<file path="src/rtl/irq_agg_pkg.sv">
`timescale 1ns/1ps
package irq_agg_pkg;
  localparam int BUS_W = 32;

  typedef enum logic [1:0] {
    OFS_SRC   = 2'd0,
    OFS_ENSET = 2'd1,
    OFS_ENCLR = 2'd2,
    OFS_RES   = 2'd3
  } reg_ofs_e;
endpackage

</file>
<file path="src/rtl/irq_port_map.sv">
`timescale 1ns/1ps
// Routes flat per-pin events into per-group event vectors.
module irq_port_map #(
  parameter int NUM_GROUPS      = 4,
  parameter int PORTS_PER_GROUP = 4,
  localparam int GROUP_W  = PORTS_PER_GROUP * 8,
  localparam int NUM_PINS = NUM_GROUPS * GROUP_W
) (
  input  logic [NUM_PINS-1:0]              pin_evt_i,
  output logic [NUM_GROUPS-1:0][GROUP_W-1:0] grp_evt_o
);
  for (genvar g = 0; g < NUM_GROUPS; g++) begin : g_grp
    for (genvar p = 0; p < PORTS_PER_GROUP; p++) begin : g_port
      // port number = g*PORTS_PER_GROUP + p ; group offset = g*PORTS_PER_GROUP
      assign grp_evt_o[g][p*8 +: 8] = pin_evt_i[(g*PORTS_PER_GROUP + p)*8 +: 8];
    end
  end
endmodule

</file>
<file path="src/rtl/irq_group.sv">
`timescale 1ns/1ps
// One interrupt group: sticky source, set/clear enable mask, masked result.
module irq_group #(
  parameter int GROUP_W = 32
) (
  input  logic               clk,
  input  logic               rst_n,
  input  logic [GROUP_W-1:0] evt_i,
  input  logic               wr_en_i,
  input  logic [1:0]         wr_ofs_i,
  input  logic [GROUP_W-1:0] wdata_i,
  output logic [GROUP_W-1:0] src_o,
  output logic [GROUP_W-1:0] en_o,
  output logic [GROUP_W-1:0] res_o,
  output logic               any_o
);
  import irq_agg_pkg::*;

  logic [GROUP_W-1:0] src_q, en_q;
  logic [GROUP_W-1:0] clr_w, set_w, dis_w;

  always_comb begin
    clr_w = '0;
    set_w = '0;
    dis_w = '0;
    if (wr_en_i) begin
      unique case (reg_ofs_e'(wr_ofs_i))
        OFS_SRC:   clr_w = wdata_i;
        OFS_ENSET: set_w = wdata_i;
        OFS_ENCLR: dis_w = wdata_i;
        default:   ;
      endcase
    end
  end

  // Sticky source: new events override a simultaneous clear.
  always_ff @(posedge clk) begin
    if (!rst_n) src_q <= '0;
    else        src_q <= (src_q & ~clr_w) | evt_i;
  end

  always_ff @(posedge clk) begin
    if (!rst_n) en_q <= '0;
    else        en_q <= (en_q | set_w) & ~dis_w;
  end

  assign src_o = src_q;
  assign en_o  = en_q;
  assign res_o = src_q & en_q;
  assign any_o = |res_o;

  AST_EVT_LATCH: assert property (@(posedge clk) disable iff (!rst_n)
    1'b1 |=> ((src_q & $past(evt_i)) == $past(evt_i)));
  AST_NO_SPURIOUS_SRC: assert property (@(posedge clk) disable iff (!rst_n)
    1'b1 |=> ((src_q & ~$past(src_q | evt_i)) == '0));
  AST_SRC_CLEARED: assert property (@(posedge clk) disable iff (!rst_n)
    (clr_w != '0) |=> ((src_q & $past(clr_w & ~evt_i)) == '0));
  AST_EN_SET: assert property (@(posedge clk) disable iff (!rst_n)
    (set_w != '0) |=> ((en_q & $past(set_w)) == $past(set_w)));
  AST_EN_CLEARED: assert property (@(posedge clk) disable iff (!rst_n)
    (dis_w != '0) |=> ((en_q & $past(dis_w)) == '0));
  AST_EN_HOLD: assert property (@(posedge clk) disable iff (!rst_n)
    (set_w == '0 && dis_w == '0) |=> $stable(en_q));
endmodule

</file>
<file path="src/rtl/irq_blk_gate.sv">
`timescale 1ns/1ps
// Block-enable register and per-group output gating.
module irq_blk_gate #(
  parameter int NUM_GROUPS = 4
) (
  input  logic                  clk,
  input  logic                  rst_n,
  input  logic                  wr_en_i,
  input  logic [NUM_GROUPS-1:0] wdata_i,
  input  logic [NUM_GROUPS-1:0] any_i,
  output logic [NUM_GROUPS-1:0] blk_o,
  output logic [NUM_GROUPS-1:0] irq_o
);
  logic [NUM_GROUPS-1:0] blk_q;

  always_ff @(posedge clk) begin
    if (!rst_n)       blk_q <= '0;
    else if (wr_en_i) blk_q <= wdata_i;
  end

  assign blk_o = blk_q;
  assign irq_o = blk_q & any_i;
endmodule

</file>
<file path="src/rtl/irq_aggregator.sv">
`timescale 1ns/1ps
module irq_aggregator #(
  parameter int NUM_GROUPS      = 4,
  parameter int PORTS_PER_GROUP = 4,
  parameter int ADDR_W          = 8,
  localparam int GROUP_W  = PORTS_PER_GROUP * 8,
  localparam int NUM_PINS = NUM_GROUPS * GROUP_W
) (
  input  logic                  clk,
  input  logic                  rst_n,
  input  logic [NUM_PINS-1:0]   pin_evt_i,
  input  logic                  bus_we_i,
  input  logic [ADDR_W-1:0]     bus_addr_i,
  input  logic [31:0]           bus_wdata_i,
  output logic [31:0]           bus_rdata_o,
  output logic [NUM_GROUPS-1:0] irq_o
);
  import irq_agg_pkg::*;

  localparam logic [ADDR_W-1:0] BLK_ADDR = ADDR_W'(NUM_GROUPS * 4);

  initial begin
    if (GROUP_W > BUS_W)  $error("group wider than bus");
    if (NUM_GROUPS > BUS_W) $error("too many groups");
    if ((1 << ADDR_W) <= NUM_GROUPS * 4) $error("address too narrow");
  end

  logic [NUM_GROUPS-1:0][GROUP_W-1:0] grp_evt, src, en, res;
  logic [NUM_GROUPS-1:0]              any, blk;
  logic [ADDR_W-3:0]                  grp_sel;
  logic [1:0]                         ofs;
  logic                               in_groups, blk_hit;
  logic                               unused_wdata;

  assign grp_sel      = bus_addr_i[ADDR_W-1:2];
  assign ofs          = bus_addr_i[1:0];
  assign in_groups    = (bus_addr_i < BLK_ADDR);
  assign blk_hit      = (bus_addr_i == BLK_ADDR);
  assign unused_wdata = ^bus_wdata_i;

  irq_port_map #(
    .NUM_GROUPS(NUM_GROUPS),
    .PORTS_PER_GROUP(PORTS_PER_GROUP)
  ) u_map (
    .pin_evt_i(pin_evt_i),
    .grp_evt_o(grp_evt)
  );

  for (genvar g = 0; g < NUM_GROUPS; g++) begin : g_grp
    logic hit;
    assign hit = bus_we_i && in_groups && (grp_sel == (ADDR_W-2)'(g));

    irq_group #(.GROUP_W(GROUP_W)) u_grp (
      .clk     (clk),
      .rst_n   (rst_n),
      .evt_i   (grp_evt[g]),
      .wr_en_i (hit),
      .wr_ofs_i(ofs),
      .wdata_i (bus_wdata_i[GROUP_W-1:0]),
      .src_o   (src[g]),
      .en_o    (en[g]),
      .res_o   (res[g]),
      .any_o   (any[g])
    );

    AST_IRQ_NEEDS_BLK: assert property (@(posedge clk) disable iff (!rst_n)
      irq_o[g] |-> blk[g]);
    AST_IRQ_NEEDS_RES: assert property (@(posedge clk) disable iff (!rst_n)
      irq_o[g] |-> (src[g] & en[g]) != '0);
    AST_IRQ_RAISED: assert property (@(posedge clk) disable iff (!rst_n)
      (blk[g] && ((src[g] & en[g]) != '0)) |-> irq_o[g]);
  end

  irq_blk_gate #(.NUM_GROUPS(NUM_GROUPS)) u_blk (
    .clk    (clk),
    .rst_n  (rst_n),
    .wr_en_i(bus_we_i && blk_hit),
    .wdata_i(bus_wdata_i[NUM_GROUPS-1:0]),
    .any_i  (any),
    .blk_o  (blk),
    .irq_o  (irq_o)
  );

  // Combinational read mux.
  always_comb begin
    bus_rdata_o = '0;
    if (blk_hit) begin
      bus_rdata_o[NUM_GROUPS-1:0] = blk;
    end else if (in_groups) begin
      for (int g = 0; g < NUM_GROUPS; g++) begin
        if (grp_sel == (ADDR_W-2)'(g)) begin
          unique case (reg_ofs_e'(ofs))
            OFS_SRC:   bus_rdata_o[GROUP_W-1:0] = src[g];
            OFS_ENSET: bus_rdata_o[GROUP_W-1:0] = en[g];
            OFS_ENCLR: bus_rdata_o = '0;
            OFS_RES:   bus_rdata_o[GROUP_W-1:0] = res[g];
            default:   bus_rdata_o = '0;
          endcase
        end
      end
    end
  end

  AST_RESET_QUIET: assert property (@(posedge clk)
    $past(!rst_n) && !rst_n |-> irq_o == '0);
endmodule

</file>
<file path="config.mk">
export PLATFORM = sky130hd
export DESIGN_NAME = irq_aggregator
export DESIGN_NICKNAME = d
export VERILOG_FILES = /design/src/rtl/irq_agg_pkg.sv /design/src/rtl/irq_port_map.sv /design/src/rtl/irq_group.sv /design/src/rtl/irq_blk_gate.sv /design/src/rtl/irq_aggregator.sv
export SDC_FILE = /design/constraint.sdc
export NUM_CORES = 1
export LEC_CHECK = 0
export ABC_AREA = 1
export BUFFER_PORTS_ARGS = -buffer_cell sky130_fd_sc_hd__buf_2
export CELL_PAD_IN_SITES_DETAIL_PLACEMENT = 1
export CELL_PAD_IN_SITES_GLOBAL_PLACEMENT = 2
export CORE_MARGIN = 8
export CORE_UTILIZATION = 33
export DETAILED_ROUTE_END_ITERATION = 8
export PLACE_DENSITY_LB_ADDON = 0.1
export SYNTH_ARGS = -nofsm -noshare
export SYNTH_HDL_FRONTEND = slang
export SYNTH_SLANG_ARGS = --single-unit
</file>
<file path="constraint.sdc">
create_clock -name clk -period 3 [get_ports clk]
set_clock_uncertainty 0.05 [all_clocks]
set_input_delay 0.75 -clock clk [delete_from_list [all_inputs] [get_ports clk]]
set_output_delay 0.75 -clock clk [all_outputs]
set_load 0.01 [all_outputs]
</file>
==> key figures <==
Detailed routing
  • Drt pass-1 iters: 5
  • Vias: 14900
  • Drt via density: 5.41
  • DRC: 0
  • DR iter-0 viols: 949
  • Detailed Route WL: 61700 um
  • WL per Instance: 22.4 um
  • Remaining antenna violation count after routing: 0

Clock tree
  • H-Tree Depth: 2
  • CTS tree: done
  • Clock transition at path regs: 0.06 ns
  • Longest Clk Path Bufs: 3
  • Worst-skew pair later-pin latency: 0.54 ns
  • Inserted Clock Buffers: 34
  • # clock sinks: 260
  • Clock Tree Root: clkbuf_16

Finish
  • Cell area after layout: 0.0166 mm2
  • Share of layout cells above drive strength 1: 0.178
  • Non-Filler Instances: 2755
  • Synth-to-layout area growth: 26.7%
  • Finished Core Util: 0.420
  • Final #Nets: 2375
  • ANT cells: 0

Yosys
  • Synth Cell Area: 0.0131 mm2
  • Cells after Synth: 1983
  • Syn_area_per_cell: 6.60 um2
  • Warnings, synthesis: 0
  • Sequential cell area fraction in the yosys report: 0.398
  • Synth Register Bits: 260
  • Post-synthesis net count: 2154
  • Yosys cell types: 32

Global route
  • First-pass GRT wire length: 93300 um
  • Vias in the first global route: 15500
  • Initial antenna violation count: 0
  • Total Routing Usage GR: 0.256
  • Grt ovf: 0
  • Largest net degree at the start of global routing: 133

Floorplanning
  • CORE AREA: 0.0395 mm2
  • Die Span Y: 215 um
  • Die width: 215 um
  • Full die area: 0.0463 mm2
  • Initial Util: 0.332
  • Row cnt: 73
  • Total I/O pin count: 207

STA
  • TNS Setup: 0 ns
  • Fin crit period: 2.97 ns
  • Achievable Freq: 336 MHz
  • Slew Limit Fails: 0
  • Final-report setup violation count: 0
  • Unrepaired setup endpoints after global routing: true
  • Rel. slew slack: 0.602
  • Slew @ Worst Pin: 0.597 ns
  • Final Hold Viols: 0
  • Crit share post-route: 0.991

Power
  • Peak supply drop: 0.284 mV
  • Leak pwr: 7.42 nW
  • Total chip power: 8.91 mW
  • Pwr dens: 538 mW/mm2

Placed design
  • Cell Count Post-Placement: 2682
  • DP Area: 0.0151 mm2
  • Post-DP HPWL: 43100 um
  • RePlAce Congestion: 0.870
  • Port-buffer cells: 206

Worst setup path
  • CP startpoint kind: input pin
  • Critical Path RT: 2.20 ns
  • Crit path arrival time: 2.17 ns
  • Setup CP Type: input pin to output pin
  • Critical Path End Type: output pin
  • R2R depth: 3
  • CP Max Fanout: 8

Status
  • Status: finished, final reports clean

Hold path
  • Type of the worst min-delay path: input pin to flop
  • Hold Path Stages: 3

Run
  • Maxcap violations: 0
[cell usage after synthesis]
cell type,number,area share
nor2_1,193,0.055
o211ai_1,2,0.0011
nand3b_1,4,0.0023
inv_1,182,0.052
a21oi_1,343,0.13
nor2_4,3,0.0026
nand2_1,390,0.11
and3_1,1,0.00048
nor2_2,6,0.0029
clkbuf_1,52,0.015
buf_2,59,0.023
o21bai_1,11,0.0063
o31ai_1,1,0.00057
buf_4,2,0.0011
a21boi_0,4,0.0023
nand2_2,1,0.00048
o21ai_1,120,0.046
inv_2,8,0.0023
nor3_1,4,0.0015
buf_1,7,0.0020
clkbuf_2,1,0.00038
o22ai_1,11,0.0053
or2_2,2,0.00096
o221ai_1,27,0.018
nand4_1,20,0.0096
a211oi_1,1,0.00057
nand3_1,11,0.0042
o21ai_0,238,0.091
buf_6,3,0.0026
nor3_2,1,0.00077
o21a_1,15,0.0086
dfxtp_1,260,0.40
[state kept, by name (all words and copies together) (netlist names)]
| signal | flops |
|---|---|
| g_grp.u_grp.en_o | 128 |
| g_grp.u_grp.src_o | 128 |
| u_blk.blk_o | 4 |
[cells by family (layout without fill, tap and decap cells)]
family	after synthesis	count (layout)	synth area share
AO/OA/AOI/OAI	773	773	0.311
buffers and inverters	314	561	0.0981
flip-flops	260	260	0.398
AND/OR/NAND/NOR	636	636	0.193
[worst paths after layout]
| check | end | slack [ns] | startpoint |
|---|---|---|---|
| worst max-delay path | bus_rdata_o[5] | 0.03 | bus_addr_i[0] |
| worst min-delay path | g_grp[2].u_grp.src_o[2] | 0.39 | pin_evt_i[66] |
| worst max register to register | g_grp[0].u_grp.src_o[1] | 2.22 | g_grp[0].u_grp.src_o[1] |
| worst min register to register | g_grp[2].u_grp.src_o[20] | 0.44 | g_grp[2].u_grp.src_o[20] |
[per-stage QoR]
step	hold slack, ns	setup slack, ns
2_1_floorplan	0.403	0.465
3_3_place_gp	0.423	-0.272
3_5_place_dp	0.435	-0.306
4_1_cts	0.371	0.00346
5_1_grt	0.385	-0.0424
6_report	0.389	0.0269
[layer usage]
metal  global-route usage  up-vias  wire length [um]
li1                     -     7072                 -
met1                0.347     7289             28500
met2                0.407      460             27800
met3               0.0456       94              3830
met4               0.0851        0              1630
met5                    0        -                 0
[final cells by class]
cell class | count | area [um2]
Clock buffer | 53 | 1030
Clock inverter | 9 | 123
Fill cell | 5124 | 22900
Inverter | 190 | 721
Multi-Input combinational cell | 1409 | 6680
Sequential cell | 260 | 5200
Tap cell | 525 | 657
Timing Repair Buffer | 309 | 2160
[report_power, final]
part / switching (mW) / total [mW] / leakage [nW] / internal, mW
clock network: 1.63 / 4.24 / 0.561 / 2.61
registers: 0.118 / 3.70 / 2.14 / 3.58
logic: 0.603 / 0.964 / 4.72 / 0.362
[placed cells by master (no fill, tap or decap), types with 27 or more instances in the layout]
master / count
a21oi_1: 339
nor2_1: 190
dfxtp_1: 260
buf_4: 71
buf_2: 205
clkbuf_16: 40
o221ai_1: 27
o21ai_0: 231
inv_1: 180
nand2_1: 384
o21ai_1: 127
[worst max-delay path, cell delays in order]
cell and delay (ns):
clkbuf_4 0.17, inv_4 0.07, nor2_4 0.16, buf_12 0.15, buf_12 0.13, o21ai_0 0.08, a21oi_1 0.14, nand2_1 0.07
a21oi_1 0.16, buf_4 0.16, buf_2 0.12
[timing repair]
| item | in CTS | in global routing |
|---|---|---|
| resized for setup | 6 | 34 |
| hold buffers | 0 | 0 |
| cloned | 0 | 3 |
| setup buffers | 1 | 7 |
| setup endpoints to repair | 17 | 30 |
| pin swaps | 0 | 5 |
Power figures use the tool's default switching activity.
